### src/rtl/pcm_port_pkg.sv
// Shared types and defaults for the PCM time-slot serial port.
package pcm_port_pkg;

    // Transmit slot sequencer states.
    typedef enum logic [1:0] {
        TX_IDLE  = 2'd0,
        TX_ARMED = 2'd1,
        TX_SHIFT = 2'd2,
        TX_HOLD  = 2'd3
    } tx_state_e;

    // Receive slot sequencer states.
    typedef enum logic {
        RX_IDLE = 1'b0,
        RX_CAPT = 1'b1
    } rx_state_e;

    localparam int unsigned DEF_WORD_BITS = 8;
    localparam int unsigned DEF_LONG_MIN  = 3;
    localparam int unsigned DEF_SYNC_DEPTH = 2;

endpackage

### src/rtl/pcm_pin_sync.sv
// Multi-stage synchronizer for a bundle of asynchronous pins.
// Assumes: each bit is independent; STAGES >= 2. The output is the
// level seen at the last stage, delayed by STAGES system clocks.
module pcm_pin_sync #(
    parameter int unsigned N      = 4,
    parameter int unsigned STAGES = 2
) (
    input  logic         clk,
    input  logic         rst_n,
    input  logic [N-1:0] pins_i,
    output logic [N-1:0] lvl_o
);

    logic [STAGES-1:0][N-1:0] chain_q;

    genvar g;
    generate
        for (g = 0; g < STAGES; g++) begin : g_stage
            if (g == 0) begin : g_first
                // First stage: capture the raw pins.
                always_ff @(posedge clk) begin
                    if (!rst_n) chain_q[0] <= '0;
                    else        chain_q[0] <= pins_i;
                end
            end else begin : g_next
                // Later stages: pass the previous stage along.
                always_ff @(posedge clk) begin
                    if (!rst_n) chain_q[g] <= '0;
                    else        chain_q[g] <= chain_q[g-1];
                end
            end
        end
    endgenerate

    assign lvl_o = chain_q[STAGES-1];

endmodule

### src/rtl/pcm_edge_detect.sv
// Edge strobes for synchronized levels.
// Assumes: inputs are already in the clk domain. Each strobe lasts one cycle.
module pcm_edge_detect #(
    parameter int unsigned N = 2
) (
    input  logic         clk,
    input  logic         rst_n,
    input  logic [N-1:0] lvl_i,
    output logic [N-1:0] rise_o,
    output logic [N-1:0] fall_o
);

    logic [N-1:0] prev_q;

    // Remember the level of the previous cycle.
    always_ff @(posedge clk) begin
        if (!rst_n) prev_q <= '0;
        else        prev_q <= lvl_i;
    end

    assign rise_o = lvl_i & ~prev_q;
    assign fall_o = ~lvl_i & prev_q;

endmodule

### src/rtl/pcm_frame_classifier.sv
// Decides short or long framing from the width of the transmit sync pulse.
// Assumes: the width is counted in falling bit-clock edges that see the sync
// high. The decision is taken when the pulse ends and holds for later frames.
module pcm_frame_classifier #(
    parameter int unsigned WORD_BITS = 8,
    parameter int unsigned LONG_MIN  = 3
) (
    input  logic clk,
    input  logic rst_n,
    input  logic sync_lvl_i,
    input  logic sync_rise_i,
    input  logic sync_fall_i,
    input  logic bclk_fall_i,
    output logic long_mode_o
);

    localparam int unsigned CNT_W = $clog2(WORD_BITS + 2);

    logic [CNT_W-1:0] width_q;
    logic             long_q;

    // Measure the pulse width and classify it when the pulse ends.
    always_ff @(posedge clk) begin
        if (!rst_n) begin
            width_q <= '0;
            long_q  <= 1'b0;
        end else begin
            if (sync_rise_i) begin
                width_q <= '0;
            end else if (bclk_fall_i && sync_lvl_i && (width_q != '1)) begin
                width_q <= width_q + 1'b1;
            end
            if (sync_fall_i) begin
                long_q <= (width_q >= CNT_W'(LONG_MIN));
            end
        end
    end

    assign long_mode_o = long_q;

    // the framing style only changes right after a sync pulse ends.
    p_style_moves_at_sync_end_r2: assert property (@(posedge clk) disable iff (!rst_n)
        !$stable(long_q) |-> $past(sync_fall_i));

endmodule

### src/rtl/pcm_tx_slot.sv
// Transmit slot sequencer: loads the parallel word, shifts it out MSB first
// on rising bit-clock strobes and controls the tri-state enable and slot flag.
// Assumes: the framing style is latched when the slot is armed.
module pcm_tx_slot
    import pcm_port_pkg::*;
#(
    parameter int unsigned WORD_BITS = 8
) (
    input  logic                 clk,
    input  logic                 rst_n,
    input  logic                 long_mode_i,
    input  logic                 sync_lvl_i,
    input  logic                 sync_rise_i,
    input  logic                 bclk_lvl_i,
    input  logic                 bclk_rise_i,
    input  logic                 bclk_fall_i,
    input  logic [WORD_BITS-1:0] word_i,
    output logic                 ser_o,
    output logic                 ser_en_o,
    output logic                 slot_n_o
);

    localparam int unsigned CNT_W = $clog2(WORD_BITS + 1);

    tx_state_e            state_q;
    logic                 frame_long_q;
    logic [WORD_BITS-1:0] shreg_q;
    logic [CNT_W-1:0]     sent_q;
    logic                 en_q;
    logic                 slot_q;

    // Sequence one transmit slot: arm, start, shift, and optionally hold.
    always_ff @(posedge clk) begin
        if (!rst_n) begin
            state_q      <= TX_IDLE;
            frame_long_q <= 1'b0;
            shreg_q      <= '0;
            sent_q       <= '0;
            en_q         <= 1'b0;
            slot_q       <= 1'b0;
        end else begin
            case (state_q)
                TX_IDLE: begin
                    if (long_mode_i && sync_rise_i) begin
                        state_q      <= TX_ARMED;
                        frame_long_q <= 1'b1;
                    end else if (!long_mode_i && bclk_fall_i && sync_lvl_i) begin
                        state_q      <= TX_ARMED;
                        frame_long_q <= 1'b0;
                    end
                end
                TX_ARMED: begin
                    if (frame_long_q && !sync_lvl_i) begin
                        state_q <= TX_IDLE;
                    end else if ((frame_long_q && bclk_lvl_i) ||
                                 (!frame_long_q && bclk_rise_i)) begin
                        shreg_q <= word_i;
                        sent_q  <= CNT_W'(1);
                        en_q    <= 1'b1;
                        slot_q  <= 1'b1;
                        state_q <= TX_SHIFT;
                    end
                end
                TX_SHIFT: begin
                    if (bclk_rise_i && (sent_q < CNT_W'(WORD_BITS))) begin
                        shreg_q <= {shreg_q[WORD_BITS-2:0], 1'b0};
                        sent_q  <= sent_q + 1'b1;
                    end else if (bclk_fall_i && (sent_q == CNT_W'(WORD_BITS))) begin
                        slot_q <= 1'b0;
                        if (frame_long_q && sync_lvl_i) begin
                            state_q <= TX_HOLD;
                        end else begin
                            en_q    <= 1'b0;
                            state_q <= TX_IDLE;
                        end
                    end
                end
                TX_HOLD: begin
                    if (!sync_lvl_i) begin
                        en_q    <= 1'b0;
                        state_q <= TX_IDLE;
                    end
                end
                default: state_q <= TX_IDLE;
            endcase
        end
    end

    assign ser_o    = en_q ? shreg_q[WORD_BITS-1] : 1'b0;
    assign ser_en_o = en_q;
    assign slot_n_o = ~slot_q;

    // the output only turns on while the bit clock is seen high.
    p_enable_with_clock_high_r4: assert property (@(posedge clk) disable iff (!rst_n)
        $rose(en_q) |-> $past(bclk_lvl_i));

    // while on, the data moves only on a rising bit-clock strobe.
    p_shift_only_on_rise_r6: assert property (@(posedge clk) disable iff (!rst_n)
        (en_q && $past(en_q) && !$past(bclk_rise_i)) |-> $stable(shreg_q));

    // the output never turns off before all bits were sent.
    p_off_after_full_word_r3: assert property (@(posedge clk) disable iff (!rst_n)
        $fell(en_q) |-> ($past(sent_q) == CNT_W'(WORD_BITS)));

    // the slot indicator is only active while the output is on.
    p_slot_inside_enable_r7: assert property (@(posedge clk) disable iff (!rst_n)
        !slot_n_o |-> en_q);

    // a held output turns off once the sync is low.
    p_hold_ends_on_sync_low_r5: assert property (@(posedge clk) disable iff (!rst_n)
        (state_q == TX_HOLD && !sync_lvl_i) |=> !en_q);

endmodule

### src/rtl/pcm_rx_slot.sv
// Receive slot sequencer: arms on the receive sync and shifts in one bit per
// falling bit-clock strobe, MSB first, then presents the word with a strobe.
// Assumes: sync and data levels come through equal-depth synchronizers.
module pcm_rx_slot
    import pcm_port_pkg::*;
#(
    parameter int unsigned WORD_BITS = 8
) (
    input  logic                 clk,
    input  logic                 rst_n,
    input  logic                 long_mode_i,
    input  logic                 sync_lvl_i,
    input  logic                 bclk_fall_i,
    input  logic                 data_i,
    output logic [WORD_BITS-1:0] word_o,
    output logic                 vld_o
);

    localparam int unsigned CNT_W = $clog2(WORD_BITS);

    rx_state_e            state_q;
    logic                 sync_prev_q;
    logic                 sync_rise;
    logic [WORD_BITS-1:0] shreg_q;
    logic [WORD_BITS-1:0] word_q;
    logic [CNT_W-1:0]     got_q;
    logic                 vld_q;

    // Keep the previous receive sync level for rise detection.
    always_ff @(posedge clk) begin
        if (!rst_n) sync_prev_q <= 1'b0;
        else        sync_prev_q <= sync_lvl_i;
    end

    assign sync_rise = sync_lvl_i & ~sync_prev_q;

    // Arm on the sync, then take eight bits on falling strobes.
    always_ff @(posedge clk) begin
        if (!rst_n) begin
            state_q <= RX_IDLE;
            shreg_q <= '0;
            word_q  <= '0;
            got_q   <= '0;
            vld_q   <= 1'b0;
        end else begin
            vld_q <= 1'b0;
            case (state_q)
                RX_IDLE: begin
                    if ((long_mode_i && sync_rise) ||
                        (!long_mode_i && bclk_fall_i && sync_lvl_i)) begin
                        state_q <= RX_CAPT;
                        got_q   <= '0;
                    end
                end
                RX_CAPT: begin
                    if (bclk_fall_i) begin
                        shreg_q <= {shreg_q[WORD_BITS-2:0], data_i};
                        if (got_q == CNT_W'(WORD_BITS - 1)) begin
                            word_q  <= {shreg_q[WORD_BITS-2:0], data_i};
                            vld_q   <= 1'b1;
                            state_q <= RX_IDLE;
                        end else begin
                            got_q <= got_q + 1'b1;
                        end
                    end
                end
                default: state_q <= RX_IDLE;
            endcase
        end
    end

    assign word_o = word_q;
    assign vld_o  = vld_q;

    // the valid strobe lasts exactly one cycle.
    p_valid_one_cycle_r10: assert property (@(posedge clk) disable iff (!rst_n)
        vld_q |=> !vld_q);

    // the presented word holds between strobes.
    p_word_holds_r10: assert property (@(posedge clk) disable iff (!rst_n)
        !vld_q |-> $stable(word_q));

    // a word completes only on a falling bit-clock strobe.
    p_valid_on_clock_fall_r8: assert property (@(posedge clk) disable iff (!rst_n)
        vld_q |-> $past(bclk_fall_i));

endmodule

### src/rtl/pcm_slot_port.sv
// PCM time-slot serial port top: synchronizes the pins, derives the edge
// strobes, classifies the framing style and runs both slot sequencers.
// Assumes: one shared bit clock, slower than a quarter of clk.
module pcm_slot_port
    import pcm_port_pkg::*;
#(
    parameter int unsigned WORD_BITS  = DEF_WORD_BITS,
    parameter int unsigned LONG_MIN   = DEF_LONG_MIN,
    parameter int unsigned SYNC_DEPTH = DEF_SYNC_DEPTH
) (
    input  logic                 clk,
    input  logic                 rst_n,
    input  logic                 bit_clk_i,
    input  logic                 tx_sync_i,
    input  logic                 rx_sync_i,
    input  logic                 ser_in_i,
    input  logic [WORD_BITS-1:0] tx_word_i,
    output logic                 ser_out_o,
    output logic                 ser_out_en_o,
    output logic                 tx_slot_n_o,
    output logic [WORD_BITS-1:0] rx_word_o,
    output logic                 rx_word_vld_o
);

    localparam int unsigned PIN_N  = 4;
    localparam int unsigned IX_BCK = 0;
    localparam int unsigned IX_TXS = 1;
    localparam int unsigned IX_RXS = 2;
    localparam int unsigned IX_DAT = 3;
    localparam int unsigned EDGE_N = 2;

    logic [PIN_N-1:0]  pin_lvl;
    logic [EDGE_N-1:0] edge_rise;
    logic [EDGE_N-1:0] edge_fall;
    logic              long_mode;

    pcm_pin_sync #(
        .N      (PIN_N),
        .STAGES (SYNC_DEPTH)
    ) pin_sync_i (
        .clk    (clk),
        .rst_n  (rst_n),
        .pins_i ({ser_in_i, rx_sync_i, tx_sync_i, bit_clk_i}),
        .lvl_o  (pin_lvl)
    );

    pcm_edge_detect #(
        .N (EDGE_N)
    ) edge_i (
        .clk    (clk),
        .rst_n  (rst_n),
        .lvl_i  ({pin_lvl[IX_TXS], pin_lvl[IX_BCK]}),
        .rise_o (edge_rise),
        .fall_o (edge_fall)
    );

    pcm_frame_classifier #(
        .WORD_BITS (WORD_BITS),
        .LONG_MIN  (LONG_MIN)
    ) classify_i (
        .clk         (clk),
        .rst_n       (rst_n),
        .sync_lvl_i  (pin_lvl[IX_TXS]),
        .sync_rise_i (edge_rise[1]),
        .sync_fall_i (edge_fall[1]),
        .bclk_fall_i (edge_fall[0]),
        .long_mode_o (long_mode)
    );

    pcm_tx_slot #(
        .WORD_BITS (WORD_BITS)
    ) tx_i (
        .clk         (clk),
        .rst_n       (rst_n),
        .long_mode_i (long_mode),
        .sync_lvl_i  (pin_lvl[IX_TXS]),
        .sync_rise_i (edge_rise[1]),
        .bclk_lvl_i  (pin_lvl[IX_BCK]),
        .bclk_rise_i (edge_rise[0]),
        .bclk_fall_i (edge_fall[0]),
        .word_i      (tx_word_i),
        .ser_o       (ser_out_o),
        .ser_en_o    (ser_out_en_o),
        .slot_n_o    (tx_slot_n_o)
    );

    pcm_rx_slot #(
        .WORD_BITS (WORD_BITS)
    ) rx_i (
        .clk         (clk),
        .rst_n       (rst_n),
        .long_mode_i (long_mode),
        .sync_lvl_i  (pin_lvl[IX_RXS]),
        .bclk_fall_i (edge_fall[0]),
        .data_i      (pin_lvl[IX_DAT]),
        .word_o      (rx_word_o),
        .vld_o       (rx_word_vld_o)
    );

endmodule

### config.mk
export PLATFORM = sky130hd
export DESIGN_NAME = pcm_slot_port
export DESIGN_NICKNAME = d
export VERILOG_FILES = /design/src/rtl/pcm_port_pkg.sv /design/src/rtl/pcm_pin_sync.sv /design/src/rtl/pcm_edge_detect.sv /design/src/rtl/pcm_frame_classifier.sv /design/src/rtl/pcm_tx_slot.sv /design/src/rtl/pcm_rx_slot.sv /design/src/rtl/pcm_slot_port.sv
export SDC_FILE = /design/constraint.sdc
export NUM_CORES = 1
export LEC_CHECK = 0
export BUFFER_PORTS_ARGS = -buffer_cell sky130_fd_sc_hd__buf_2
export CAP_MARGIN = 20
export CORE_MARGIN = 2
export CORE_UTILIZATION = 60
export DETAILED_ROUTE_END_ITERATION = 7
export PLACE_DENSITY = 0.93
export RECOVER_POWER = 25
export SLEW_MARGIN = 20
export SYNTH_ARGS = -nofsm -noshare
export SYNTH_HDL_FRONTEND = slang
export SYNTH_SLANG_ARGS = --single-unit
### constraint.sdc
create_clock -name clk -period 5.7 [get_ports clk]
set_clock_uncertainty 0.2 [all_clocks]
set_input_delay 0.855 -clock clk [delete_from_list [all_inputs] [get_ports clk]]
set_output_delay 0.855 -clock clk [all_outputs]
set_load 0.01 [all_outputs]
==> run_results.csv <==
group,metric,value,unit
status,status,"finished, violations left",
status,violations,"capacitance limit, slew limit",
cells_and_area,drive_above_1_share,12.3,%
die,io_pins,26,
worst_setup_path,path_delay_family,"buffers and inverters",
yosys,synth_top_area_share,44.5,%
timing,timing.fmax,341,MHz
worst_setup_path,worstSetupPathType,"in -> reg",
die,core_area,3740,µm²
place,placedCellCount,324,
detailed_routing,viasPerCell,5.83,
detailed_routing,wl_per_cell,14.7,µm
clock_tree,post_cts_resized,0,
clock_tree,cts_buffers,5,
global_route,grt_pass1_vias,1908,
die,rows,22,
timing,setup_violations,0,
clock_tree,post-cts-setup-buffer-count,0,
die,fp.dieH,67.0,µm
global_route,grt_max_degree,54,
global_route,antenna_found_initial,0,
clock_tree,clkSinkCount,53,
timing,layout_min_cycle_time,2.93,ns
hold_path,worst_hold_path_type,"reg -> reg",
yosys,yosysMostFrequentCell,"dfxtp_1",
cells_and_area,syn2layout_area_growth,9.60,%
yosys,synth_area_leaders,"dfxtp_1 (44%), a21boi_0 (5.7%), nand2_1 (5.4%), ha_1 (5.2%), mux2i_1 (4.6%)",
die,die_area,4500,µm²
yosys,async_reset_ff_share,0,%
cells_and_area,final_nets,307,
yosys,synth_flop_cell,"dfxtp_1",
yosys,syn_avg_cell_area,9.03,µm²
cells_and_area,antenna_cells,0,
detailed_routing,drt_first_pass_iters,4,
cells_and_area,fin_cells,332,
detailed_routing,wl,4860,µm
timing,tightest_slew,1.87,ns
yosys,synth_area_leader_cell,"dfxtp_1",
worst_setup_path,cp_slowest_cell,"clkbuf_1",
global_route,grt_use_total,24.7,%
global_route,gr-total-overflow,0,
worst_setup_path,crit_required,5.74,ns
timing,min_period_over_period,51.5,%
detailed_routing,drtIter0Drc,164,
clock_tree,clock-root-buffer,"clkbuf_8",
flow_run,drv_cap,1,
yosys,synth-edff-count,0,
clock_tree,cts_hold_buffers,0,
timing,rsz0062_at_grt,"no",
worst_setup_path,worst_setup_path_end_kind,"flop",
yosys,synth_xor_area_share,0.735,%
place,gp_congestion,0.784,
timing,hold_violations,0,
timing,slew_violations,54,
clock_tree,clk_pin_slew,0.11,ns
clock_tree,clk-insertion-delay-late,0.32,ns
detailed_routing,ant_nets,0,
yosys,netlist_area,2380,µm²
yosys,yosysSeqAreaShare,44.5,%
place,hpwlAfterDp,3250,µm
detailed_routing,route.vias.total,1934,
yosys,ys_types,42,
timing,holdWs,0.251,ns
yosys,ys_warn_count,0,
worst_setup_path,slowest_delay,1.31,ns
yosys,ys_top_cells_by_count,"dfxtp_1 (53), nand2_1 (34), a21boi_0 (18)",
worst_setup_path,critPathArrivalTime,2.98,ns
yosys,synth-adder-area-share,5.25,%
clock_tree,cts_tree,"done",
die,start_util,63.7,%
power_and_ir_drop,leakage,1.04,nW
worst_setup_path,crit_buf_inv,1,
timing,fin_tns_setup,0,ns
yosys,synth-seq-cells,53,
clock_tree,clk_path_buf_depth,2,
global_route,grt_pass1_wl,8450,µm
yosys,synth-compound-area-share,17.2,%
yosys,synthMuxAreaShare,4.62,%
place,io_buffer_count,25,
detailed_routing,drc,0,
die,die_w,67.0,µm
worst_setup_path,cp_cell_sequence,"clkbuf_1 > o21ai_0 > nor3_1",
yosys,synth_fp_nets,288,
yosys,syn_inst,264,
clock_tree,cts_max_level,2,
power_and_ir_drop,ir_drop,0.000232,V
power_and_ir_drop,powerDensity,292,nW/µm²
worst_setup_path,crit_fanout,53,
timing,relSlewSlack,-24.7,%
yosys,synth-simple-area-share,23.5,%
yosys,synth_top_family_by_area,"simple AND/OR/NAND/NOR gates",
worst_setup_path,crit_path_start_kind,"primary input",
[flip-flops by register name (all words and copies together), names as in the netlist, 2 cells and up]
signal and cells:
tx_i.state_q 2, rx_i.word_o 8, tx_i.shreg_q 8, edge_i.prev_q 2, tx_i.sent_q 4, pin_sync_i.chain_q 4, pin_sync_i.lvl_o 4, classify_i.width_q 4
rx_i.got_q 3, rx_i.shreg_q 7
[report_power, final]
part | leakage (nW) | switching, mW | total, mW | internal [mW]
logic | 0.561 | 0.0667 | 0.120 | 0.0537
clock network | 0.0511 | 0.136 | 0.229 | 0.0929
registers | 0.430 | 0.0178 | 0.415 | 0.397
total | 1.04 | 0.221 | 0.764 | 0.543
[through the flow]
| stage | cell area [µm²] | util [%] | total power, mW | setup WS (ns) |
|---|---|---|---|---|
| after floorplan | 2380 | - | 0.509 | 3.69 |
| after global placement | 2520 | 67.4 | 0.533 | 3.22 |
| after detailed placement | 2520 | 67.4 | 0.540 | 3.20 |
| after CTS | 2620 | 70.0 | 0.766 | 3.37 |
| after global routing | 2610 | 69.8 | 0.799 | 2.48 |
| final | 2610 | 69.8 | 0.764 | 2.77 |
[logic make-up after synthesis]
logic type | after synthesis
buffers and inverters | 26
multiplexers | 11
flip-flops | 53
adder cells (fa/ha/maj) | 10
XOR/XNOR | 2
AO/OA/AOI/OAI | 55
AND/OR/NAND/NOR | 107
[layout make-up]
type	count	area, µm²
Inverter	12	45.0
Clock inverter	3	28.8
Multi-Input combinational cell	185	1220
Fill cell	300	1130
Timing Repair Buffer	26	126
Tap cell	48	60.1
Sequential cell	53	1060
Clock buffer	5	68.8
[routing by layer]
| layer | GRT usage, % | up-vias | share of wire [%] | wire length, µm |
|---|---|---|---|---|
| met1 | 30.0 | 922 | 44 | 2140 |
| met3 | 5.41 | 11 | 2.9 | 143 |
| met2 | 42.0 | 38 | 51 | 2480 |
| met4 | 10.2 | 0 | 2.1 | 104 |
| met5 | 0 | - | 0 | 0 |
| li1 | - | 963 | - | - |
[final timing paths]
| kind | from | to | slack, ns | cells after the start |
|---|---|---|---|---|
| worst max-delay path | rst_n | classify_i.width_q[2]$_SDFFE_PP0P_ | 2.77 | 3 |
| worst min-delay path | pin_sync_i.chain_q[0]$_SDFF_PN0_ | pin_sync_i.lvl_o[0]$_SDFF_PN0_ | 0.25 | 1 |
| worst max register to register | tx_i.state_q[1]$_SDFFE_PN0P_ | tx_i.sent_q[0]$_SDFFE_PN0P_ | 3.34 | 5 |
| worst min register to register | pin_sync_i.chain_q[0]$_SDFF_PN0_ | pin_sync_i.lvl_o[0]$_SDFF_PN0_ | 0.25 | 1 |
[layout by cell type (no fill, tap or decap), types with 2 or more instances in the layout]
master    synthesis  routed
o211a_1           8       8
dfxtp_1          53      53
inv_6             0       2
o21a_1            2       2
o21ai_0           7       7
a21oi_1           5       5
nand3_1          12      12
and2_0            0       5
nor3b_1           2       2
and3_1            4       4
nor3_1            5       5
clkbuf_8          0       5
and2_1           13       8
or4_1             2       2
nand4_1           9       9
o31ai_1           2       2
buf_2             2      20
xnor2_1           2       2
nand3b_1          4       4
a21boi_0         18      18
a31o_2            2       2
ha_1             10      10
nand2_1          34      34
a31oi_1           2       2
clkbuf_1         11       5
nand2b_1          2       2
mux2i_1          11      11
nor2b_1           7       7
nor2_1            8       8
inv_1            12      12
Note: power is estimated with default switching activity, not from simulation.
